$ cat config.mk
export PLATFORM = sky130hd
export DESIGN_NAME = ipc_mailbox
export DESIGN_NICKNAME = d
export VERILOG_FILES = /design/src/rtl/ipc_mbx_pkg.sv /design/src/rtl/ipc_mbx_buf.sv /design/src/rtl/ipc_mbx_ctrl.sv /design/src/rtl/ipc_mailbox.sv
export SDC_FILE = /design/constraint.sdc
export NUM_CORES = 1
export LEC_CHECK = 0
export BUFFER_PORTS_ARGS = -buffer_cell sky130_fd_sc_hd__buf_2
export CAP_MARGIN = 20
export CORE_MARGIN = 5
export CORE_UTILIZATION = 40
export DETAILED_ROUTE_END_ITERATION = 10
export PLACE_DENSITY = 0.72
export REMOVE_ABC_BUFFERS = 1
export SETUP_SLACK_MARGIN = 0.1
export SLEW_MARGIN = 20
export SYNTH_ARGS = -nofsm -noshare
export SYNTH_HDL_FRONTEND = slang
export SYNTH_SLANG_ARGS = --single-unit
$ cat constraint.sdc
create_clock -name clk -period 1.65 [get_ports clk]
set_clock_uncertainty 0.15 [all_clocks]
set_input_delay 0.165 -clock clk [delete_from_list [all_inputs] [get_ports clk]]
set_output_delay 0.165 -clock clk [all_outputs]
set_load 0.01 [all_outputs]
$ cat src/rtl/ipc_mbx_pkg.sv
package ipc_mbx_pkg;
  localparam int DATA_W    = 32;
  localparam int ADDR_W    = 8;
  localparam int BUF_BYTES = 16;
  localparam int BUF_WORDS = BUF_BYTES / 4;

  localparam logic [ADDR_W-1:0] OFF_CMD  = 8'h00;
  localparam logic [ADDR_W-1:0] OFF_STAT = 8'h04;
  localparam logic [ADDR_W-1:0] OFF_TX   = 8'h80;
  localparam logic [ADDR_W-1:0] OFF_RX   = 8'h90;

  typedef enum logic [2:0] {RG_NONE, RG_CMD, RG_STAT, RG_TX, RG_RX} region_e;

  function automatic region_e region_of(input logic [ADDR_W-1:0] a);
    region_e r;
    r = RG_NONE;
    if (a[ADDR_W-1:2] == OFF_CMD[ADDR_W-1:2])       r = RG_CMD;
    else if (a[ADDR_W-1:2] == OFF_STAT[ADDR_W-1:2]) r = RG_STAT;
    else if (a >= OFF_TX && a < OFF_TX + BUF_BYTES) r = RG_TX;
    else if (a >= OFF_RX && a < OFF_RX + BUF_BYTES) r = RG_RX;
    return r;
  endfunction

  function automatic logic [DATA_W-1:0] pack_status(
      input logic busy, input logic err, input logic ovr,
      input logic [3:0] id, input logic [7:0] init, input logic [7:0] code);
    return {8'h00, code, init, id, 1'b0, ovr, err, busy};
  endfunction

  function automatic logic [DATA_W-1:0] lane_pick(
      input logic [DATA_W-1:0] w, input logic [1:0] lane);
    return {24'h0, w[8*lane +: 8]};
  endfunction
endpackage

$ cat src/rtl/ipc_mbx_buf.sv
module ipc_mbx_buf #(
  parameter int WORDS = 4,
  parameter int W     = 32,
  localparam int IW   = $clog2(WORDS),
  localparam int NB   = W / 8
) (
  input  logic          clk,
  input  logic          rst_n,
  input  logic          we,
  input  logic [IW-1:0] widx,
  input  logic [W-1:0]  wdata,
  input  logic [NB-1:0] wbe,
  input  logic [IW-1:0] ridx,
  output logic [W-1:0]  rdata
);
  logic [W-1:0] mem [WORDS];

  for (genvar k = 0; k < WORDS; k++) begin : g_word
    for (genvar b = 0; b < NB; b++) begin : g_lane
      always_ff @(posedge clk or negedge rst_n) begin
        if (!rst_n)
          mem[k][8*b +: 8] <= '0;
        else if (we && widx == IW'(k) && wbe[b])
          mem[k][8*b +: 8] <= wdata[8*b +: 8];
      end
    end
  end

  assign rdata = mem[ridx];
endmodule

$ cat src/rtl/ipc_mbx_ctrl.sv
module ipc_mbx_ctrl #(
  parameter int W = 32
) (
  input  logic         clk,
  input  logic         rst_n,
  input  logic         cmd_wr,
  input  logic [W-1:0] cmd_wdata,
  input  logic         done,
  input  logic         err_in,
  input  logic [7:0]   code_in,
  output logic         accept,
  output logic         finish,
  output logic         busy,
  output logic         err,
  output logic         ovr,
  output logic [7:0]   code,
  output logic [W-1:0] cmd_q,
  output logic         doorbell,
  output logic         irq
);
  assign accept = cmd_wr && !busy;
  assign finish = done && busy;

  always_ff @(posedge clk or negedge rst_n) begin
    if (!rst_n) begin
      busy     <= 1'b0;
      err      <= 1'b0;
      ovr      <= 1'b0;
      code     <= '0;
      cmd_q    <= '0;
      doorbell <= 1'b0;
      irq      <= 1'b0;
    end else begin
      doorbell <= accept;
      irq      <= finish && cmd_q[8];
      if (cmd_wr && busy) ovr <= 1'b1;
      if (accept) begin
        busy  <= 1'b1;
        cmd_q <= cmd_wdata;
        err   <= 1'b0;
        code  <= '0;
      end else if (finish) begin
        busy <= 1'b0;
        err  <= err_in;
        code <= code_in;
      end
    end
  end
endmodule

$ cat src/rtl/ipc_mailbox.sv
module ipc_mailbox
  import ipc_mbx_pkg::*;
#(
  parameter logic [7:0] INITIATOR_ID = 8'h5A
) (
  input  logic        clk,
  input  logic        rst_n,
  input  logic        h_wr,
  input  logic        h_rd,
  input  logic        h_rd_byte,
  input  logic [7:0]  h_addr,
  input  logic [31:0] h_wdata,
  input  logic [3:0]  h_be,
  output logic [31:0] h_rdata,
  output logic        host_irq,
  output logic        svc_doorbell,
  output logic [31:0] svc_cmd,
  input  logic [1:0]  svc_tx_idx,
  output logic [31:0] svc_tx_data,
  input  logic        svc_rx_we,
  input  logic [1:0]  svc_rx_idx,
  input  logic [31:0] svc_rx_wdata,
  input  logic        svc_done,
  input  logic        svc_err,
  input  logic [7:0]  svc_err_code
);
  localparam int IW = $clog2(BUF_WORDS);

  region_e     reg_sel;
  logic        cmd_wr, tx_wr;
  logic        cmd_accept, cmd_finish;
  logic        stat_busy, stat_err, stat_ovr;
  logic [7:0]  stat_code;
  logic [31:0] status_word, rx_word, rd_word;
  logic [IW-1:0] word_idx;

  assign reg_sel  = region_of(h_addr);
  assign word_idx = h_addr[2 +: IW];
  assign cmd_wr   = h_wr && reg_sel == RG_CMD;
  assign tx_wr    = h_wr && reg_sel == RG_TX;

  ipc_mbx_ctrl #(.W(DATA_W)) u_ctrl (
    .clk(clk), .rst_n(rst_n),
    .cmd_wr(cmd_wr), .cmd_wdata(h_wdata),
    .done(svc_done), .err_in(svc_err), .code_in(svc_err_code),
    .accept(cmd_accept), .finish(cmd_finish),
    .busy(stat_busy), .err(stat_err), .ovr(stat_ovr), .code(stat_code),
    .cmd_q(svc_cmd), .doorbell(svc_doorbell), .irq(host_irq)
  );

  ipc_mbx_buf #(.WORDS(BUF_WORDS), .W(DATA_W)) u_tx (
    .clk(clk), .rst_n(rst_n),
    .we(tx_wr), .widx(word_idx), .wdata(h_wdata), .wbe(h_be),
    .ridx(svc_tx_idx), .rdata(svc_tx_data)
  );

  ipc_mbx_buf #(.WORDS(BUF_WORDS), .W(DATA_W)) u_rx (
    .clk(clk), .rst_n(rst_n),
    .we(svc_rx_we), .widx(svc_rx_idx), .wdata(svc_rx_wdata), .wbe(4'hF),
    .ridx(word_idx), .rdata(rx_word)
  );

  assign status_word = pack_status(stat_busy, stat_err, stat_ovr,
                                   svc_cmd[15:12], INITIATOR_ID, stat_code);

  always_comb begin
    unique case (reg_sel)
      RG_STAT: rd_word = status_word;
      RG_RX:   rd_word = rx_word;
      default: rd_word = '0;
    endcase
  end

  always_ff @(posedge clk or negedge rst_n) begin
    if (!rst_n)
      h_rdata <= '0;
    else if (h_rd)
      h_rdata <= h_rd_byte ? lane_pick(rd_word, h_addr[1:0]) : rd_word;
    else
      h_rdata <= '0;
  end
endmodule

# Yosys cells after proc, flatten, opt, wreduce, memory -nomap -nowiden
# Index checks and enable logic that the tools add are counted.
totals:
  out_inout_bits: 98
  ramBits: 0
  reg_bits: 333
  memories: 0
  word_cells: 116
  latchBits: 0
  mem_bits_ro: 0
  input_bits: 96
op_classes:
  n_eq_ne: 11
  add_sub_neg: 0
  n_div: 0
  n_shift: 1
  n_lt_le_gt_ge: 6
  bitwise: 2
  n_reduce_logical: 37
  multipliers: 0
  n_mux: 19
op_table:
  columns: ["op", "n"]
  rows:
  - ["two-way mux 32 bit", 6]
  - ["binary-select mux 32 bit (select 2 bit)", 2]
  - ["case mux 32 bit (2 select lines)", 1]
  - ["logical AND 1 bit", 32]
  - ["indexed part select 32 x 6 -> 8 bit", 1]
  - [">= comparator 8 bit, second input constant", 2]
  - ["< comparator 8 bit, second input constant", 2]
  - ["two-way mux 8 bit", 2]
  - ["two-way mux 3 bit", 4]
  - ["equality test 2 bit, second input constant", 4]
  - ["equality test 3 x 2 -> 1 bit, second input constant", 2]
  - ["equality test 6 x 1 -> 1 bit, second input constant", 1]
  - [">= comparator 3 bit, second input constant", 2]
  - ["logical NOT 6 bit", 1]
  - ["NOT 2 -> 3 bit", 2]
  - ["equality test 2 x 1 -> 1 bit, second input constant", 2]
  - ["logical NOT 2 bit", 2]
  - ["two-way mux 1 bit", 4]
  - ["equality test 3 x 1 -> 1 bit, second input constant", 1]
  - ["equality test 3 bit, second input constant", 1]
  - ["nonzero test 2 bit", 1]
  - ["logical NOT 1 bit", 1]

# Logic depth before layout (Yosys ltp)
depth:
  ltp_word: 11
  mapped_depth: 7
  mapped_depth_nobuf: 4

# Modules after synthesis
# From an unflattened synthesis, not the netlist that was laid out.
unflattened:
  hier_cells: 913
  hier_area_um2: 15129.5
by_module_without_submodules:
  columns: ["module", "instances", "area_per_inst_um2", "seq_area_each_um2", "cells_each"]
  rows:
  - ["ipc_mbx_buf", 2, 5808.1, 3203.1, 319]
  - ["ipc_mbx_ctrl", 1, 1859.3, 1126.1, 107]
  - ["ipc_mailbox", 1, 1654.1, 800.8, 168]

# Worst setup path after synthesis
# Ideal clock, no wire load.
synth_timing:
  path_type: "in2reg"
  startpoint: "input port h_addr[6]"
  endpoint: "register u_ctrl.cmd_q[10]"
  required_time_ps: 1375
  n_path_buf: 1
  setup_ps: 125
  stages: 5
  path_slack_ps: -463
  arrival_ps: 1839
  cell_sequence: "or4b_1 -> or3_1 -> nor3_4 -> buf_6 -> mux2_2"
synth_between:
  elab_chain_len: 9
synth_lines:
  columns: ["element", "line", "source"]
  rows:
  - ["from (decl)", "ipc_mailbox.sv:11", "input logic [7:0] h_addr,"]
  - [">= comparator 8 bit / < comparator 8 bit (equally long branches)", "ipc_mbx_pkg.sv:20", "else if (a >= OFF_RX && a < OFF_RX + BUF_BYTES) r = RG_RX;"]
  - ["logical AND 1 bit", "ipc_mbx_pkg.sv:20", null]
  - ["two-way mux 3 bit", "ipc_mbx_pkg.sv:20", null]
  - ["two-way mux 3 bit", "ipc_mbx_pkg.sv:19", "else if (a >= OFF_TX && a < OFF_TX + BUF_BYTES) r = RG_TX;"]
  - ["two-way mux 3 bit", "ipc_mbx_pkg.sv:18", "else if (a[ADDR_W-1:2] == OFF_STAT[ADDR_W-1:2]) r = RG_STAT;"]
  - ["two-way mux 3 bit (*)", "ipc_mbx_pkg.sv:17", "if (a[ADDR_W-1:2] == OFF_CMD[ADDR_W-1:2]) r = RG_CMD;"]
  - ["equality test 3 x 1 -> 1 bit (*)", "ipc_mailbox.sv:39", "assign cmd_wr = h_wr && reg_sel == RG_CMD;"]
  - ["logical AND 1 bit (*)", "ipc_mailbox.sv:39", null]
  - ["logical AND 1 bit (*)", "ipc_mbx_ctrl.sv:21", "assign accept = cmd_wr && !busy;"]
  - ["to (signal assigned)", "ipc_mbx_ctrl.sv:39", "cmd_q <= cmd_wdata;"]
  - ["to (decl)", "ipc_mbx_ctrl.sv:17", "output logic [W-1:0] cmd_q,"]
# Mark *: on every way between the ends. The rest lies on a longest branch, timed or not.
# A chain may end at the register's enable or synchronous reset.

# Worst setup path in the final report
layout_timing:
  startpoint: "register u_tx.mem[57] in the netlist's numbering"
  endpoint: "output port svc_tx_data[25]"
layout_between:
  elab_chain_len: 3
layout_lines:
  columns: ["element", "line", "source"]
  rows:
  - ["from (decl)", "ipc_mbx_buf.sv:16", "logic [W-1:0] mem [WORDS];"]
  - ["from (signal, indexed assignment)", "ipc_mbx_buf.sv:24", "mem[k][8*b +: 8] <= wdata[8*b +: 8];"]
  - ["binary-select mux 32 bit (select 2 bit)", "ipc_mbx_buf.sv:29", "assign rdata = mem[ridx];"]
  - ["two-way mux 32 bit (not written as such) (2 in a row)", "ipc_mbx_buf.sv:29", null]
  - ["to (decl)", "ipc_mailbox.sv:19", "output logic [31:0] svc_tx_data,"]
# Every way passes these cells. The select of a mux whose other input is x is not followed.

==> metrics <==
Syn-to-layout area delta 38.0%; Synth Flop Type dfrtp_1; number of fillers in the final layout 2,740; largest net degree at the start of global routing 58; worst-case clock buffer depth 3; routing usage on met2 0.315; DRT iter0 DRCs 385; global-route track usage on met1 0.254; Slew @ Worst Pin 0.517 ns; Post-Syn Instances 897; hold slack 0.0905 ns; vias 9,408; failing checks setup timing; vias in the first global route 10,200; Clock Latency Late Sink 0.52 ns; TritonCTS Sinks 333; IO Count 194; ratio of cells with drive above 1 in the final layout 0.597; initial antenna violation count 5; Crit Path Max Fanout 2; RSZ-0062 raised after global routing true; Crit Path Category reg -> out; nets 1,357; Die X-Extent 199 microns; pwr dens 1080 nW/um^2; # H-tree levels 2; dpl hpwl 24.0 mm; GR peak layer met2; core area 35,300 sq um; post-layout min period 1.88 ns; detailed-route wire length 37.8 mm; clock-pin slew on the worst setup and hold paths 0.06 ns; Synth area leader dfrtp_1; Final Hold Fails 0; CTS tree built; period utilization 1.14; Die Y 199 microns; HP Class in -> reg; utilization after layout 0.556; row count 69; fmax 531 MHz; post-synthesis cell area 14,200 sq um; Synth Register Bits 333; Yosys cell types 38; Detail Route Antenna Nets 0; Area contributors post-synth dfrtp_1 (59%), mux2_2 (23%), mux4_2 (10%); Worst path slowest cell mux4_2; total power 21,300 uW; TritonCTS buffer count 37; total die area 39,400 sq um; met3 GRT Util 0.0459; CP endpoint kind output port; Placer Congestion 0.819; first-pass GRT wire length 58.2 mm; GR Overflow Total 0; Slew HR 0.655; DR DRC count 0; ys async rst share 1.00; FF-to-FF setup slack -0.09 ns; static leakage 0.00915 uW; Vias per Instance 5.37; Max Cap Viol 0; routed len/inst 21.6 microns; Max Slew Vio Count 0; Avg Synthesized Cell Area 15.9 sq um; Worst Slack Setup Final -0.232 ns; cells along the critical path mux4_2, buf_6; Required @ worst endpoint 1.33 ns; clk root buf clkbuf_16; # port buffers 193; largest stage delay on the critical path 0.50 ns; number of detailed-route iterations in the first pass 5; Setup violations, final 70; arrival time worst endpoint 1.57 ns; GRT Overall Usage 0.189; Peak VDD IR 0.931 mV; starting density of the core 0.403; yosys warns 0; Startpoint Class flop; status finished, violations left; Yosys top cell area share 0.586; sequential fraction of the synthesis area 0.586; EDFF count, synth 0
-- layer usage --
layer / part of all wire / routed length, microns
met2: 0.49 / 18600
met5: 0.00056 / 21
met3: 0.071 / 2690
met1: 0.42 / 15900
met4: 0.015 / 586
-- registers in the layout, indices dropped and copies added, names as in the netlist --
name	count
u_ctrl.doorbell	1
u_ctrl.irq	1
u_rx.mem	128
u_ctrl.ovr	1
h_rdata	32
u_ctrl.err	1
u_tx.mem	128
u_ctrl.busy	1
u_ctrl.cmd_q	32
u_ctrl.code	8
-- worst max-delay path, delay by kind of cell (launching register included) --
family,cells,cell delay (ns)
buf+inv,1,0.14
mux,1,0.50
flops,1,0.41
-- cell usage after synthesis, types with 8 or more instances --
master	count
nand2_1	28
mux2_2	287
nor2b_1	17
o21ai_0	17
nand3_1	10
a32o_1	8
a32oi_1	10
mux4_2	64
clkbuf_1	27
nor2_1	15
dfrtp_1	333
buf_1	12
-- area by class of cell --
cell class	instances	area (sq um)	share of cell area
tap	461	577	0.0294
sequential	333	8330	0.425
antenna	3	7.51	0.000383
clock inverter	16	186	0.00950
timing repair buffer	374	3230	0.164
inverter	2	7.51	0.000383
multi-input combinational	513	6230	0.317
clock buffer	50	1060	0.0539
-- report_power, final --
group	total, uW	switching [uW]	internal [uW]
logic	3200	1290	1910
registers	9680	516	9170
clock network	8380	3260	5120
-- worst paths after layout --
| check | from | end | cells past startpoint |
|---|---|---|---|
| max | u_tx.mem[57] | svc_tx_data[25] | 2 |
| min | h_addr[4] | u_ctrl.ovr | 5 |
| max reg2reg | u_rx.mem[19] | h_rdata[3] | 4 |
| min reg2reg | u_ctrl.ovr | u_ctrl.ovr | 1 |
| max in group asynchronous | rst_n | u_rx.mem[118] | 4 |
| min in group asynchronous | rst_n | u_ctrl.cmd_q[29] | 3 |
-- cells in the final DEF, fill, tap and decap left out, types with 3 or more instances in the layout --
cell type,netlist,final
a21o_1,4,4
a21oi_1,5,3
a22oi_2,0,3
a32o_2,0,8
a32oi_2,0,5
a32oi_4,0,3
and3_1,7,6
buf_12,0,25
buf_16,0,5
buf_2,7,160
buf_4,0,53
buf_6,3,42
buf_8,0,5
bufinv_16,0,4
clkbuf_1,27,7
clkbuf_16,0,39
clkbuf_8,0,4
clkinv_2,0,10
dfrtp_1,333,333
diode_2,0,3
dlygate4sd3_1,0,84
mux2_2,287,240
mux2_4,0,48
mux4_2,64,64
nand2_1,28,28
nand3_1,10,10
nand3_4,0,4
nand3b_1,5,5
nor2_1,15,7
nor2_2,4,4
nor2_4,0,8
nor2b_1,17,14
o21ai_0,17,3
o21ai_2,0,12
o22ai_2,0,6
-- cell families after synthesis --
kind of cell	Yosys count	share of synthesized area
muxes	352	0.329
and+or+nand+nor	102	0.0395
DFF	333	0.586
AOI/OAI and AO/OA	59	0.0293
buffers and inverters	51	0.0157
-- per-stage QoR --
stage / cell area, sq um / worst slack [ns] / instances / setup TNS (ns)
after floorplan: 14000 / -2.03 / 848 / -226.45
after CTS: 19100 / -0.257 / 1733 / -11.27
after detailed placement: 16400 / -0.668 / 1573 / -81.71
after global routing: 19600 / -0.276 / 1752 / -11.03
after global placement: 16400 / -0.620 / 1573 / -78.66
final: 19600 / -0.232 / 1752 / -8.64
-- timing repair --
action                                  4_1_cts  5_1_grt
endpoints found under the setup margin      104      288
gates resized for setup                     116       83
cloned                                        4        0
pin swaps                                    19       19
hold buffers                                 80        4
endpoints found under the hold margin       639       32
buffers inserted                             11       12
(Power assumes the default switching activity.)
